**config.mk**
```make
export PLATFORM = sky130hd
export DESIGN_NAME = hsrx_top
export DESIGN_NICKNAME = d
export VERILOG_FILES = /design/src/rtl/hsrx_pkg.sv /design/src/rtl/hsrx_baud.sv /design/src/rtl/hsrx_deser.sv /design/src/rtl/hsrx_fifo.sv /design/src/rtl/hsrx_idle.sv /design/src/rtl/hsrx_top.sv
export SDC_FILE = /design/constraint.sdc
export NUM_CORES = 1
export LEC_CHECK = 0
export BUFFER_PORTS_ARGS = -buffer_cell sky130_fd_sc_hd__buf_2
export CAP_MARGIN = 20
export CELL_PAD_IN_SITES_DETAIL_PLACEMENT = 1
export CELL_PAD_IN_SITES_GLOBAL_PLACEMENT = 1
export CORE_UTILIZATION = 50
export CTS_BUF_LIST = sky130_fd_sc_hd__clkbuf_8
export DETAILED_ROUTE_END_ITERATION = 16
export PLACE_DENSITY_LB_ADDON = 0.1
export SYNTH_ARGS = -nofsm -noshare
export SYNTH_HDL_FRONTEND = slang
export SYNTH_SLANG_ARGS = --single-unit
```
**constraint.sdc**
```tcl
create_clock -name clk -period 3.6 [get_ports clk]
set_input_delay 0.18 -clock clk [delete_from_list [all_inputs] [get_ports clk]]
set_output_delay 0.18 -clock clk [all_outputs]
set_load 0.03 [all_outputs]
```
**src/rtl/hsrx_pkg.sv**
```systemverilog
package hsrx_pkg;

    typedef enum logic [2:0] {
        RX_IDLE,
        RX_START,
        RX_DATA,
        RX_STOP,
        RX_HOLD
    } rx_state_e;

    typedef struct packed {
        logic       brk;
        logic       fe;
        logic [7:0] data;
    } rx_entry_t;

    localparam logic [2:0] ADDR_FIFO  = 3'd0;
    localparam logic [2:0] ADDR_LEVEL = 3'd1;
    localparam logic [2:0] ADDR_STAT  = 3'd2;
    localparam logic [2:0] ADDR_CTRL  = 3'd3;
    localparam logic [2:0] ADDR_RATE  = 3'd4;

    // status bit positions
    localparam int ST_TRIG = 1;
    localparam int ST_TMO  = 2;
    localparam int ST_FE   = 3;
    localparam int ST_BRK  = 4;
    localparam int ST_OVR  = 5;

    // control bit positions
    localparam int CT_TRIG_LO = 2;
    localparam int CT_RX_IE   = 6;
    localparam int CT_ERR_IE  = 7;
    localparam int CT_TMO_LO  = 16;

    function automatic int trig_level(input logic [2:0] sel);
        case (sel)
            3'd0:    return 1;
            3'd1:    return 4;
            3'd2:    return 8;
            3'd3:    return 16;
            3'd4:    return 32;
            default: return 48;
        endcase
    endfunction

endpackage

```
**src/rtl/hsrx_baud.sv**
```systemverilog
module hsrx_baud #(
    parameter int DIV_W = 8
) (
    input  logic             clk,
    input  logic             rst_n,
    input  logic [DIV_W-1:0] div,
    output logic             tick
);
    logic [DIV_W-1:0] cnt;

    assign tick = (cnt >= div);

    always_ff @(posedge clk or negedge rst_n) begin
        if (!rst_n)
            cnt <= '0;
        else if (tick)
            cnt <= '0;
        else
            cnt <= cnt + 1'b1;
    end
endmodule

```
**src/rtl/hsrx_deser.sv**
```systemverilog
module hsrx_deser
    import hsrx_pkg::*;
#(
    parameter int OVS = 14
) (
    input  logic      clk,
    input  logic      rst_n,
    input  logic      tick,
    input  logic      rx,
    output logic      push,
    output rx_entry_t entry
);
    localparam int SUB_W = $clog2(OVS);
    localparam logic [SUB_W-1:0] MID  = SUB_W'(OVS / 2 - 1);
    localparam logic [SUB_W-1:0] LAST = SUB_W'(OVS - 1);

    rx_state_e      state, state_n;
    logic [SUB_W-1:0] sub, sub_n;
    logic [2:0]     bitn, bitn_n;
    logic [7:0]     sh, sh_n;
    logic           push_n;
    rx_entry_t      entry_n;

    // state register
    always_ff @(posedge clk or negedge rst_n) begin
        if (!rst_n) begin
            state <= RX_IDLE;
            sub   <= '0;
            bitn  <= '0;
            sh    <= '0;
        end else begin
            state <= state_n;
            sub   <= sub_n;
            bitn  <= bitn_n;
            sh    <= sh_n;
        end
    end

    // next-state logic
    always_comb begin
        state_n = state;
        sub_n   = sub;
        bitn_n  = bitn;
        sh_n    = sh;
        push_n  = 1'b0;
        entry_n = '0;
        unique case (state)
            RX_IDLE: begin
                if (tick && !rx) begin
                    state_n = RX_START;
                    sub_n   = SUB_W'(1);
                end
            end
            RX_START: begin
                if (tick) begin
                    if (sub == MID && rx) begin
                        state_n = RX_IDLE;
                        sub_n   = '0;
                    end else if (sub == LAST) begin
                        state_n = RX_DATA;
                        sub_n   = '0;
                        bitn_n  = '0;
                    end else begin
                        sub_n = sub + 1'b1;
                    end
                end
            end
            RX_DATA: begin
                if (tick) begin
                    if (sub == MID)
                        sh_n = {rx, sh[7:1]};
                    if (sub == LAST) begin
                        sub_n = '0;
                        if (bitn == 3'd7)
                            state_n = RX_STOP;
                        else
                            bitn_n = bitn + 1'b1;
                    end else begin
                        sub_n = sub + 1'b1;
                    end
                end
            end
            RX_STOP: begin
                if (tick) begin
                    if (sub == MID) begin
                        push_n       = 1'b1;
                        entry_n.data = sh;
                        entry_n.brk  = !rx && (sh == 8'h00);
                        entry_n.fe   = !rx && (sh != 8'h00);
                        state_n      = rx ? RX_IDLE : RX_HOLD;
                        sub_n        = '0;
                    end else begin
                        sub_n = sub + 1'b1;
                    end
                end
            end
            RX_HOLD: begin
                if (rx)
                    state_n = RX_IDLE;
            end
            default: state_n = RX_IDLE;
        endcase
    end

    // outputs
    always_ff @(posedge clk or negedge rst_n) begin
        if (!rst_n) begin
            push  <= 1'b0;
            entry <= '0;
        end else begin
            push  <= push_n;
            entry <= entry_n;
        end
    end
endmodule

```
**src/rtl/hsrx_fifo.sv**
```systemverilog
module hsrx_fifo #(
    parameter int DEPTH = 64,
    parameter int W     = 10,
    localparam int AW   = $clog2(DEPTH),
    localparam int CW   = AW + 1
) (
    input  logic          clk,
    input  logic          rst_n,
    input  logic          push,
    input  logic [W-1:0]  wdata,
    input  logic          pop,
    output logic [W-1:0]  rdata,
    output logic [CW-1:0] count,
    output logic          full,
    output logic          empty
);
    logic [W-1:0]  mem [DEPTH];
    logic [CW-1:0] wptr, rptr;
    logic          do_push, do_pop;

    assign count   = wptr - rptr;
    assign full    = (count == CW'(DEPTH));
    assign empty   = (count == '0);
    assign do_push = push && !full;
    assign do_pop  = pop && !empty;
    assign rdata   = mem[rptr[AW-1:0]];

    always_ff @(posedge clk) begin
        if (do_push)
            mem[wptr[AW-1:0]] <= wdata;
    end

    always_ff @(posedge clk or negedge rst_n) begin
        if (!rst_n) begin
            wptr <= '0;
            rptr <= '0;
        end else begin
            if (do_push) wptr <= wptr + 1'b1;
            if (do_pop)  rptr <= rptr + 1'b1;
        end
    end
endmodule

```
**src/rtl/hsrx_idle.sv**
```systemverilog
module hsrx_idle #(
    parameter int CHAR_TICKS = 140,
    localparam int CNT_W     = $clog2(16 * CHAR_TICKS + 1)
) (
    input  logic       clk,
    input  logic       rst_n,
    input  logic       tick,
    input  logic       clr,
    input  logic       active,
    input  logic [1:0] sel,
    output logic       expired
);
    logic [CNT_W-1:0] cnt, limit;

    always_comb begin
        unique case (sel)
            2'd1:    limit = CNT_W'(4 * CHAR_TICKS);
            2'd2:    limit = CNT_W'(8 * CHAR_TICKS);
            2'd3:    limit = CNT_W'(16 * CHAR_TICKS);
            default: limit = '0;
        endcase
    end

    always_ff @(posedge clk or negedge rst_n) begin
        if (!rst_n) begin
            cnt     <= '0;
            expired <= 1'b0;
        end else if (clr || !active || sel == 2'd0) begin
            cnt     <= '0;
            expired <= 1'b0;
        end else if (tick && !expired) begin
            if (cnt == limit - 1'b1)
                expired <= 1'b1;
            else
                cnt <= cnt + 1'b1;
        end
    end
endmodule

```
**src/rtl/hsrx_top.sv**
```systemverilog
module hsrx_top
    import hsrx_pkg::*;
#(
    parameter int DEPTH     = 64,
    parameter int OVS       = 14,
    parameter int RATE_W    = 8,
    parameter int CHAR_BITS = 10
) (
    input  logic        clk,
    input  logic        rst_n,
    input  logic        rx_in,
    input  logic [2:0]  reg_addr,
    input  logic        reg_wr,
    input  logic        reg_rd,
    input  logic [31:0] reg_wdata,
    output logic [31:0] reg_rdata,
    output logic        irq
);
    localparam int CHAR_TICKS = OVS * CHAR_BITS;
    localparam int LVL_W      = $clog2(DEPTH) + 1;
    localparam int ENT_W      = $bits(rx_entry_t);

    logic [1:0]        rx_sync;
    logic              tick;
    logic              push;
    rx_entry_t         entry, head;
    logic [LVL_W-1:0]  lvl;
    logic              fifo_full, fifo_empty;
    logic              fifo_rd, pop_ok;
    logic              tmo_flag, trig_flag;
    logic              ovr_set;

    logic [RATE_W-1:0] rate_q;
    logic [2:0]        trig_sel;
    logic [1:0]        tmo_sel;
    logic              rx_ie, err_ie;
    logic              sts_ovr, sts_brk, sts_fe;
    logic              wr_stat;
    logic              unused_w;

    assign unused_w = ^{reg_wdata[31:18], reg_wdata[15:8], reg_wdata[1:0]};

    always_ff @(posedge clk or negedge rst_n) begin
        if (!rst_n) rx_sync <= 2'b11;
        else        rx_sync <= {rx_sync[0], rx_in};
    end

    hsrx_baud #(.DIV_W(RATE_W)) baud_i (
        .clk(clk), .rst_n(rst_n), .div(rate_q), .tick(tick)
    );

    hsrx_deser #(.OVS(OVS)) deser_i (
        .clk(clk), .rst_n(rst_n), .tick(tick), .rx(rx_sync[1]),
        .push(push), .entry(entry)
    );

    hsrx_fifo #(.DEPTH(DEPTH), .W(ENT_W)) fifo_i (
        .clk(clk), .rst_n(rst_n), .push(push), .wdata(entry),
        .pop(fifo_rd), .rdata(head), .count(lvl),
        .full(fifo_full), .empty(fifo_empty)
    );

    hsrx_idle #(.CHAR_TICKS(CHAR_TICKS)) idle_i (
        .clk(clk), .rst_n(rst_n), .tick(tick), .clr(push || pop_ok),
        .active(!fifo_empty), .sel(tmo_sel), .expired(tmo_flag)
    );

    assign fifo_rd   = reg_rd && (reg_addr == ADDR_FIFO);
    assign pop_ok    = fifo_rd && !fifo_empty;
    assign ovr_set   = push && fifo_full;
    assign trig_flag = int'(lvl) >= trig_level(trig_sel);
    assign wr_stat   = reg_wr && (reg_addr == ADDR_STAT);

    // control and rate registers
    always_ff @(posedge clk or negedge rst_n) begin
        if (!rst_n) begin
            rate_q   <= '1;
            trig_sel <= '0;
            tmo_sel  <= '0;
            rx_ie    <= 1'b0;
            err_ie   <= 1'b0;
        end else if (reg_wr) begin
            if (reg_addr == ADDR_RATE)
                rate_q <= reg_wdata[RATE_W-1:0];
            if (reg_addr == ADDR_CTRL) begin
                trig_sel <= reg_wdata[CT_TRIG_LO +: 3];
                tmo_sel  <= reg_wdata[CT_TMO_LO +: 2];
                rx_ie    <= reg_wdata[CT_RX_IE];
                err_ie   <= reg_wdata[CT_ERR_IE];
            end
        end
    end

    // sticky error status: a new event wins over a clear in the same cycle
    always_ff @(posedge clk or negedge rst_n) begin
        if (!rst_n) begin
            sts_ovr <= 1'b0;
            sts_brk <= 1'b0;
            sts_fe  <= 1'b0;
        end else begin
            if (ovr_set)                           sts_ovr <= 1'b1;
            else if (wr_stat && reg_wdata[ST_OVR]) sts_ovr <= 1'b0;
            if (push && entry.brk)                 sts_brk <= 1'b1;
            else if (wr_stat && reg_wdata[ST_BRK]) sts_brk <= 1'b0;
            if (push && entry.fe)                  sts_fe  <= 1'b1;
            else if (wr_stat && reg_wdata[ST_FE])  sts_fe  <= 1'b0;
        end
    end

    // registered read port
    always_ff @(posedge clk or negedge rst_n) begin
        if (!rst_n) begin
            reg_rdata <= '0;
        end else if (reg_rd) begin
            unique case (reg_addr)
                ADDR_FIFO:
                    reg_rdata <= fifo_empty ? 32'h100
                               : 32'({head.brk, head.fe, 1'b0, head.data});
                ADDR_LEVEL: reg_rdata <= 32'(lvl);
                ADDR_STAT:
                    reg_rdata <= 32'({sts_ovr, sts_brk, sts_fe,
                                      tmo_flag, trig_flag, 1'b0});
                ADDR_CTRL: begin
                    reg_rdata                      <= '0;
                    reg_rdata[CT_TRIG_LO +: 3]     <= trig_sel;
                    reg_rdata[CT_RX_IE]            <= rx_ie;
                    reg_rdata[CT_ERR_IE]           <= err_ie;
                    reg_rdata[CT_TMO_LO +: 2]      <= tmo_sel;
                end
                ADDR_RATE:  reg_rdata <= 32'(rate_q);
                default:    reg_rdata <= '0;
            endcase
        end
    end

    assign irq = (rx_ie && (trig_flag || tmo_flag))
              || (err_ie && (sts_ovr || sts_brk || sts_fe));
endmodule

```
==> impl_metrics.toml, run 1 <==
[power]
power_density_nw_per_um2 = 600
ir_worst_vdd_v = 0.000584
swShare_pct = 29.7
p_sw_mw = 6.12
p_leak_nw = 11.8
p_seq_share_pct = 46.2
finalPower_mw = 20.6
pwr-share-comb_pct = 20.7
intPower_mw = 14.5
clock_power_share_pct = 33.1

[critical_path]
end_kind = "output pin"
cp_data_required_time_ns = 3.42
max_stage_delay_ns = 0.39
critical_path_class = "flip-flop to output pin"
ff2ff_setup_slack_ns = 0.09
crit_arrival_ns = 3.40
crit_fanout = 3
path_cells = "inv_2 -> ha_4 -> inv_1 -> fa_2 -> xor2_2 -> buf_4 -> ha_2 -> nor4b_4 -> o21bai_1 -> a21o_1 -> a21oi_2 -> nand2_1 -> o21ai_2 -> nand2_1 -> buf_6"
crit_top_cell = "nand2_1"
start_kind = "flip-flop"
crit_slowest_cell = "dfrtp_1"

[timing]
tightest_slew_ns = 1.16
rsz0062_at_grt = "true"
fin_skew_ns = 0.0392
period_share_pct = 99.6
clock.fmax_mhz = 279
layout_min_cycle_time_ns = 3.58
slew_headroom_pct = 22.7
hold_viol_final = 0
worst_slack_ns = 0.0151
slew_violations = 0
finalSetupViolations = 0

[placed_design]
place_ws_ns = -0.194
dpl.hpwl_um = 47300
place_congestion = 0.875
port_buffers = 31
dp_cells = 2473

[global_routing]
use_met3_pct = 4.69
grt_max_degree = 134
antenna_found_initial = 2
grt_pass1_wl_um = 112000
grt_pass1_vias = 17251
gr-total-overflow = 0
busiest_layer = "met2"
grt_util_met1_pct = 36.0
grt_util_met2_pct = 40.4
grtUsageTotal_pct = 25.3

[floorplan]
die_h_um = 248
design.die.area_sq_um = 61300
start_util_pct = 50.9
io_pins = 73
fp-row-count = 89
die_x_um = 248
fp.coreArea_sq_um = 59200

[clocking]
clk_path_buf_depth = 3
cts-buffers-inserted = 119
clkSlewWorstSetupHoldPaths_ns = 0.06
cts_root_buf = "clkbuf_8"
cts_tree = "yes"
worstSkewPairLatency_ns = 0.75
cts.sinks = 737
cts.htree.levels = 3

[logic_synthesis]
synth_largest_area_cell = "edfxtp_1"
synth_ff_type = "edfxtp_1"
synth-edff-count = 640
yosysWarningCount = 0
synth.top_cells.by_area = "edfxtp_1 (64%), mux4_2 (13%), dfrtp_1 (7.2%)"
syn_inst = 1650
syn-cell-area_sq_um = 30100
ys_ff_latch = 737
async_flop_share_pct = 13.2
synth_top_area_share_pct = 63.8
syn_area_per_cell_sq_um = 18.3
ys_seq_area_share_pct = 71.9
yosys.cell_types.count = 71

[run]
maxCapViolCount = 0

[layout]
fin_cells = 2722
drive_above_1_share_pct = 29.9
final_util_pct = 58.0
nets = 1917
area_growth_pct = 14.0

[route]
wl_um = 75000
avgViaCountPerCell = 5.97
first_iter_violations = 1447
dr.pass1.iters = 13
drcViolationCount = 2
antenna_left = 0
post_drt_wl_per_cell_um = 27.5
vias = 16245

[worst_hold_path]
hp-class = "primary input to flip-flop"

[run_status]
violations = "design-rule violations"
outcome = "finished, violations left"
-- path summary, 6_finish.rpt --
check,start,endpoint,cells past startpoint
worst max-delay path,fifo_i.wptr[0]$_DFFE_PN0P_,irq,15
worst min-delay path,rx_in,rx_sync[0]$_DFF_PN1_,2
worst max register to register,fifo_i.wptr[0]$_DFFE_PN0P_,fifo_i.mem[22][2]$_DFFE_PP_,14
worst min register to register,rx_sync[0]$_DFF_PN1_,rx_sync[1]$_DFF_PN1_,0
max in group asynchronous,rst_n,rx_sync[1]$_DFF_PN1_,3
min in group asynchronous,rst_n,trig_sel[0]$_DFFE_PN0P_,2
-- cell usage after synthesis (5+ instances only) --
cell type / number
dfrtp_1: 87
mux4_2: 176
dfstp_2: 10
xnor2_1: 12
a22oi_1: 20
inv_1: 25
ha_1: 33
a21oi_1: 31
mux2i_1: 13
nand2b_1: 7
edfxtp_1: 640
mux2_2: 22
clkbuf_1: 34
nand4_1: 8
o22ai_1: 12
a221oi_1: 5
nor3_1: 26
or3_1: 8
and2_1: 16
nor2b_1: 12
buf_2: 16
nand3_1: 31
xor2_1: 21
nand3b_1: 8
o21ai_0: 37
buf_6: 8
buf_4: 32
nor2_1: 117
buf_1: 10
and3_1: 10
o31ai_1: 7
nand2_1: 77
a31oi_1: 9
-- cells by family (layout without fill, tap and decap cells) --
kind of cell / count (synthesis) / count (layout) / synth area share [%]
other: 1 / 20 / 0.0124
DFF: 737 / 737 / 71.9
buffers and inverters: 129 / 409 / 2.28
adders and majority gates: 34 / 34 / 1.44
muxes: 211 / 211 / 14.4
and+or+nand+nor: 345 / 345 / 5.56
AOI/OAI and AO/OA: 160 / 160 / 3.49
xor gates and xnor gates: 33 / 33 / 0.959
-- power groups by stage --
stage               Sequential [mW]  Combinational [mW]  Clock [mW]
floorplan                      9.65                2.94           0
global placement               9.68                4.11           0
detailed placement             9.69                4.17           0
CTS                            9.52                4.29        6.97
global route                   9.54                4.60        7.31
finish                         9.52                4.26        6.81
-- what timing repair did --
item	4_1_cts	5_1_grt
hold buffers	17	0
setup endpoints to repair	158	51
pin swaps	5	2
hold endpoints to repair	85	0
setup buffers	2	1
gates resized for setup	15	11
-- placed cells by master, fill, tap and decap left out, types with 17 or more instances in the layout --
master	n
mux4_2	176
nand3_1	31
o21ai_0	35
conb_1	19
buf_2	29
buf_4	100
nor2_1	74
xor2_1	20
clkinv_1	41
edfxtp_1	640
ha_1	31
inv_1	56
nor2_2	35
nor3_1	21
clkbuf_8	124
a22oi_1	20
dlygate4sd3_1	17
a21oi_1	30
mux2_2	22
dfrtp_1	74
clkinv_2	19
nand2_1	77
-- per-layer routing --
layer	vias to the layer above	wire length, um
li1	6966	-
met1	8693	32500
met2	474	36500
met3	112	4180
met4	0	1730
met5	-	0
-- worst max-delay path, delay by kind of cell (launching register included) --
kind | cells | cell delay (ns)
compound gates | 4 | 0.56
flops | 1 | 0.39
fa+ha+maj | 3 | 0.68
simple gates | 3 | 0.46
buf+inv | 4 | 0.43
xor+xnor | 1 | 0.16
-- state kept, by name, summed over array words and instances (netlist names), 4 cells and up --
signal,flops
reg_rdata,13
fifo_i.rptr,7
deser_i.entry,10
rate_q,8
fifo_i.mem,640
deser_i.sh,8
deser_i.sub,4
idle_i.cnt,12
fifo_i.wptr,7
baud_i.cnt,8
-- stage by stage --
stage | cell area, sq um | TNS [ns] | hold slack, ns
finish | 34300 | 0 | 0.115
global route | 34300 | -0.189 | 0.0926
CTS | 34300 | -0.00870 | 0.0380
detailed placement | 31800 | -12.26 | 0.295
global placement | 31700 | -0.747 | 0.286
floorplan | 30400 | -17.55 | -0.116
-- cell type report --
| type | count | area, sq um |
|---|---|---|
| Clock inverter | 102 | 563 |
| Multi-Input combinational cell | 802 | 8090 |
| Clock buffer | 124 | 1710 |
| Sequential cell | 737 | 21700 |
| Timing Repair Buffer | 155 | 1230 |
| Antenna cell | 1 | 2.50 |
| Tap cell | 773 | 967 |
| Fill cell | 5293 | 24900 |
| Inverter | 28 | 108 |
(Power assumes the default switching activity.)
==> run 2, diff against run 1 <==
- CORE_UTILIZATION: 50 -> 51
==> impl_metrics.toml, run 2 (synthesis results as in run 1) <==
[placed_design]
dp_cells = 2469
dpl.hpwl_um = 46600
port_buffers = 31
dpl_cell_area_sq_um = 31800
place_congestion = 0.898

[clocking]
cts-buffers-inserted = 117
clk_path_buf_depth = 3
cts.sinks = 737
worstSkewPairLatency_ns = 0.74
cts_tree = "yes"
clkSlewWorstSetupHoldPaths_ns = 0.06
cts.htree.levels = 3
cts_root_buf = "clkbuf_8"

[timing]
layout_min_cycle_time_ns = 3.51
tightest_slew_ns = 0.956
hold_viol_final = 0
finalSetupViolations = 0
slew_violations = 0
period_share_pct = 97.6
fin_skew_ns = 0.0398
clock.fmax_mhz = 285
rsz0062_at_grt = "true"
slew_headroom_pct = 36.3

[power]
intPower_mw = 15.0
p_seq_share_pct = 45.0
p_leak_nw = 12.0
pwr-share-comb_pct = 20.3
power_density_nw_per_um2 = 611
ir_worst_vdd_v = 0.000657
swShare_pct = 28.9
clock_power_share_pct = 34.7
p_sw_mw = 6.12

[critical_path]
crit_arrival_ns = 3.94
end_kind = "flip-flop"
crit_fanout = 9
cp_data_required_time_ns = 4.02
critical_path_class = "flip-flop to flip-flop"
start_kind = "flip-flop"

[floorplan]
design.die.area_sq_um = 60100
io_pins = 73
fp-row-count = 88
start_util_pct = 51.9
fp.coreArea_sq_um = 58000
die_h_um = 245
die_x_um = 245

[route]
dr.pass1.iters = 5
drcViolationCount = 0
routed-wl-met2_um = 36100
post_drt_wl_per_cell_um = 27.7
first_iter_violations = 1349
met3_length_um = 3900
antenna_left = 0
vias = 16220
wl_met1_um = 33100
avgViaCountPerCell = 5.97
wl_um = 75200
highest-signal-layer = "met4"

[layout]
drive_above_1_share_pct = 30.2
final_common_cell = "edfxtp_1"
area_growth_pct = 14.9
nets = 1924
nFillCells = 5112
post-route-cell-area_sq_um = 34600
layout.cells.most_common_list = "edfxtp_1 (640), mux4_2 (176), clkbuf_8 (124)"
largest_register_ff_count = 640
fin_cells = 2716

[run]
maxCapViolCount = 0

[global_routing]
gr-total-overflow = 0
grt_pass1_vias = 17279
grt_pass1_wl_um = 113000
grt_max_degree = 134
grtUsageTotal_pct = 25.9
antenna_found_initial = 2

[run_status]
outcome = "complete, no violations"

[worst_hold_path]
hp-class = "primary input to asynchronous set/reset pin"
==> run 2: cell count changes in the layout (fill, tap and decap cells not counted), moves of 2 or more <==
cell / previous run / this run
nor2_2: 35 / 24
clkinv_2: 19 / 14
clkinv_8: 3 / 0
o21ai_1: 4 / 6
inv_6: 0 / 3
bufinv_16: 3 / 11
buf_12: 7 / 11
ha_4: 1 / 3
inv_1: 56 / 66
nor2_1: 74 / 85
buf_4: 100 / 105
inv_2: 2 / 4
clkinv_1: 41 / 22
==> run 2: power by group through the flow <==
stage	Sequential, mW	Combinational (mW)	Clock (mW)
6_report	9.52	4.30	7.33
5_1_grt	9.53	4.62	7.82
4_1_cts	9.51	4.33	7.49
3_5_place_dp	9.70	4.07	0
3_3_place_gp	9.69	4.01	0
2_1_floorplan	9.65	2.94	0
==> run 2: critical path, stage by stage (launching register included) <==
cell and delay, ns:
dfrtp_4 0.49, ha_4 0.17, inv_2 0.05, fa_2 0.26, nand3_2 0.11, buf_4 0.15
a21oi_1 0.16, mux2i_1 0.13, nor2_1 0.28, nor2b_4 0.12, or3_1 0.56, buf_4 0.25
nor2_1 0.26, buf_4 0.22
==> run 2: layout make-up <==
class	instances	area, sq um	share of cell area [%]
multi-input combinational	802	8120	23.5
timing repair buffer	164	1350	3.89
inverter	28	105	0.304
sequential	737	21700	62.6
tap	765	957	2.76
antenna	1	2.50	0.00723
clock inverter	95	698	2.02
clock buffer	124	1710	4.93
==> run 2: through the flow <==
step | util, % | TNS, ns | worst slack, ns | total power, mW | hold WS, ns
floorplan | - | -17.55 | -0.0611 | 12.6 | -0.116
global placement | 54.8 | 0 | 0.0822 | 13.7 | 0.285
detailed placement | 54.8 | -0.242 | -0.0244 | 13.8 | 0.293
CTS | 59.5 | 0 | 0.00259 | 21.3 | 0.0569
global route | 59.7 | -0.0174 | -0.0174 | 22.0 | 0.0750
finish | 59.7 | 0 | 0.0867 | 21.1 | 0.0883
==> run 2: routing by layer <==
layer  vias to the layer above  GRT usage [%]
met4                         0           7.72
met2                       500           40.9
met3                       116           4.56
met5                         -              0
met1                      8635           37.2
li1                       6969              -
==> run 2: worst paths after layout <==
path                                             from                           to  slack, ns  cells after the start
max                        fifo_i.rptr[0]$_DFFE_PN0P_  fifo_i.mem[31][2]$_DFFE_PP_       0.09                     13
min in group clk                                rx_in         rx_sync[0]$_DFF_PN1_       0.11                      2
max in group asynchronous                       rst_n      baud_i.cnt[0]$_DFF_PN0_       2.59                      3
min                                             rst_n      trig_sel[1]$_DFFE_PN0P_       0.09                      2
max reg2reg                fifo_i.rptr[0]$_DFFE_PN0P_  fifo_i.mem[31][2]$_DFFE_PP_       0.09                     13
min reg2reg                      rx_sync[0]$_DFF_PN1_         rx_sync[1]$_DFF_PN1_       0.36                      0
==> run 2: what timing repair did <==
action	4_1_cts	5_1_grt
hold buffers	17	0
setup endpoints to repair	15	106
buffers inserted	7	0
pin swaps	12	3
resized for setup	22	4
hold endpoints to repair	83	0
==> run 3, diff against run 2 <==
- ABC_AREA: default -> 1
- CORE_UTILIZATION: 51 -> 47
==> impl_metrics.toml, run 3 <==
[layout]
largest_register_ff_count = 640
final_util_pct = 53.4
post-route-cell-area_sq_um = 35800
area_growth_pct = 12.5
seqCellArea_sq_um = 21700
drive_above_1_share_pct = 11.9
final_common_cell = "nand2_1"
multi_input_area_sq_um = 8610
fin_cells = 4025
nFillCells = 7183
layout.cells.most_common_list = "nand2_1 (901), edfxtp_1 (640), nand3_1 (413)"
nets = 3131

[global_routing]
grt_pass1_vias = 23189
grtUsageTotal_pct = 26.5
grt_max_degree = 146
grt_pass1_wl_um = 138000
antenna_found_initial = 1
gr-total-overflow = 0

[clocking]
clk_path_buf_depth = 3
cts.htree.levels = 4
clkSlewWorstSetupHoldPaths_ns = 0.06
cts_root_buf = "clkbuf_8"
cts.sinks = 737
worstSkewPairLatency_ns = 0.77
cts-buffers-inserted = 130
cts_tree = "yes"

[timing]
finalSetupViolations = 0
clock.fmax_mhz = 292
tightest_slew_ns = 1.07
layout_min_cycle_time_ns = 3.43
worst_slack_ns = 0.170
whs_ns = 0.228
slew_violations = 0
setup_tns_ns = 0
period_share_pct = 95.3
fin_skew_ns = 0.0345
slew_headroom_pct = 28.5
hold_viol_final = 0

[critical_path]
crit_arrival_ns = 3.25
end_kind = "output pin"
critical_path_class = "flip-flop to output pin"
crit_slowest_cell = "dfrtp_1"
path_cells = "inv_2 -> ha_4 -> inv_2 -> fa_2 -> nand2_1 -> clkinv_1 -> nor2_2 -> buf_6 -> ha_4 -> nand2_1 -> nand2_1 -> nand2_1 -> nand2_1 -> nand2_1 -> nand2_1 -> nand2_1 -> nand2_2 -> o21ai_1 -> o21ai_1 -> buf_4"
max_stage_delay_ns = 0.39
cp_top_family = "adder cells"
crit_top_cell = "nand2_1"
cp_data_required_time_ns = 3.42
crit_fanout = 2
critical_path_buf_inv_count = 5
start_kind = "flip-flop"

[logic_synthesis]
syn_inst = 2900
synth-compound-area-share_pct = 3.85
muxShareOfSynthArea_pct = 0.0354
async_flop_share_pct = 13.2
synth.top_cells.by_area = "edfxtp_1 (60%), nand2_1 (11%), dfrtp_1 (6.8%)"
synth_largest_area_cell = "edfxtp_1"
synth_top_family_by_area = "simple AND/OR/NAND/NOR gates"
synth_top_area_share_pct = 60.4
syn_area_per_cell_sq_um = 11.0
ys_top_cells_by_count = "nand2_1 (902), edfxtp_1 (640), nand3_1 (413), nor2_1 (166), inv_1 (156)"
synth_ff_type = "edfxtp_1"
yosys.cell_types.count = 55
ys_ff_latch = 737
ys_seq_area_share_pct = 68.1
synth-edff-count = 640
synth-simple-area-share_pct = 20.8
yosysWarningCount = 0
synth_xor_area_share_pct = 0.633
syn-cell-area_sq_um = 31800
yosys.area_share.adder_pct = 1.36
yosysMostFrequentCell = "nand2_1"

[power]
p_seq_share_pct = 38.6
clock_power_share_pct = 28.7
p_sw_mw = 9.35
power_density_nw_per_um2 = 691
intPower_mw = 15.4
finalPower_mw = 24.7
p_leak_nw = 14.3
ir_worst_vdd_v = 0.000776
swShare_pct = 37.8
pwr-share-comb_pct = 32.7

[floorplan]
fp.coreArea_sq_um = 67000
io_pins = 73
fp-row-count = 95
start_util_pct = 47.5
die_h_um = 262
die_x_um = 262
design.die.area_sq_um = 68800

[route]
dr.pass1.iters = 5
vias = 22146
first_iter_violations = 1460
wl_um = 90200
post_drt_wl_per_cell_um = 22.4
antenna_left = 0
drcViolationCount = 0
avgViaCountPerCell = 5.50

[placed_design]
port_buffers = 31
dpl.hpwl_um = 56600
dp_cells = 3764
dpl_cell_area_sq_um = 33000
place_congestion = 0.915
place_ws_ns = 0.233

[run]
maxCapViolCount = 0

[run_status]
outcome = "complete, no violations"

[worst_hold_path]
hp-class = "primary input to flip-flop"
## run 3: cell count changes after synthesis, moves of 53 or more
| cell | delta |
|---|---|
| mux4_2 | -176 |
| buf_2 | +53 |
| nand3_1 | +382 |
| inv_1 | +131 |
| nand2_1 | +825 |
| a21oi_1 | +64 |
## run 3: kinds of logic after synthesis
logic type               after synthesis
adder cells (fa/ha/maj)               34
AO/OA/AOI/OAI                        215
XOR/XNOR                              23
other                                  1
multiplexers                           1
AND/OR/NAND/NOR                     1561
flip-flops                           737
buffers and inverters                328
## run 3: final cells by class
type | count | share of cell area [%]
sequential | 737 | 60.6
inverter | 168 | 1.80
tap | 873 | 3.05
clock inverter | 90 | 1.34
clock buffer | 135 | 5.19
timing repair buffer | 167 | 3.95
multi-input combinational | 1853 | 24.1
antenna | 2 | 0.0140
## run 3: repair_timing
action	4_1_cts	5_1_grt
setup endpoints to repair	1	2
hold buffers	26	1
gates resized for setup	5	14
endpoints found under the hold margin	100	20
pin swaps	0	3
setup buffers	1	1
## run 3: path summary, 6_finish.rpt
| check | startpoint | end | slack [ns] | depth (start not counted) |
|---|---|---|---|---|
| min in group asynchronous | rst_n | tmo_sel[1]$_DFFE_PN0P_ | 0.47 | 3 |
| worst max-delay path | fifo_i.wptr[0]$_DFFE_PN0P_ | irq | 0.17 | 20 |
| worst min-delay path | reg_wdata[0] | rate_q[0]$_DFFE_PN1P_ | 0.23 | 3 |
| worst max register to register | fifo_i.rptr[0]$_DFFE_PN0P_ | reg_rdata[0]$_DFFE_PN0P_ | 0.19 | 15 |
| worst min register to register | rx_sync[0]$_DFF_PN1_ | rx_sync[1]$_DFF_PN1_ | 0.36 | 0 |
| max in group asynchronous | rst_n | fifo_i.rptr[1]$_DFFE_PN0P_ | 2.15 | 5 |
## run 3: worst register-to-register path: stages, from the launching register on
cell and delay [ns]:
dfrtp_4 0.44, buf_12 0.46, buf_4 0.58, nand2_1 0.11
nand3_1 0.10, nand3_1 0.11, nand3_1 0.26, nand2_1 0.09
nand2_1 0.06, nand2_1 0.14, nor2_1 0.14, nand2_1 0.12
nand2_1 0.09, nand2_1 0.05, dlygate4sd3_1 0.55, nand2_1 0.07
## run 3: routing by layer
metal  global-route usage (%)  routed length [um]
met1                     36.3               40200
met2                     43.8               43800
met3                     3.72                4310
met4                     8.17                1850
met5                        0                   0
## run 3: power by group through the flow
stage               Combinational, mW  Sequential (mW)  Clock, mW
global placement                 7.71             9.69          0
CTS                              8.02             9.54       7.27
finish                           8.08             9.54       7.10
detailed placement               7.95             9.71          0
floorplan                        5.52             9.70          0
global route                     8.89             9.56       7.59
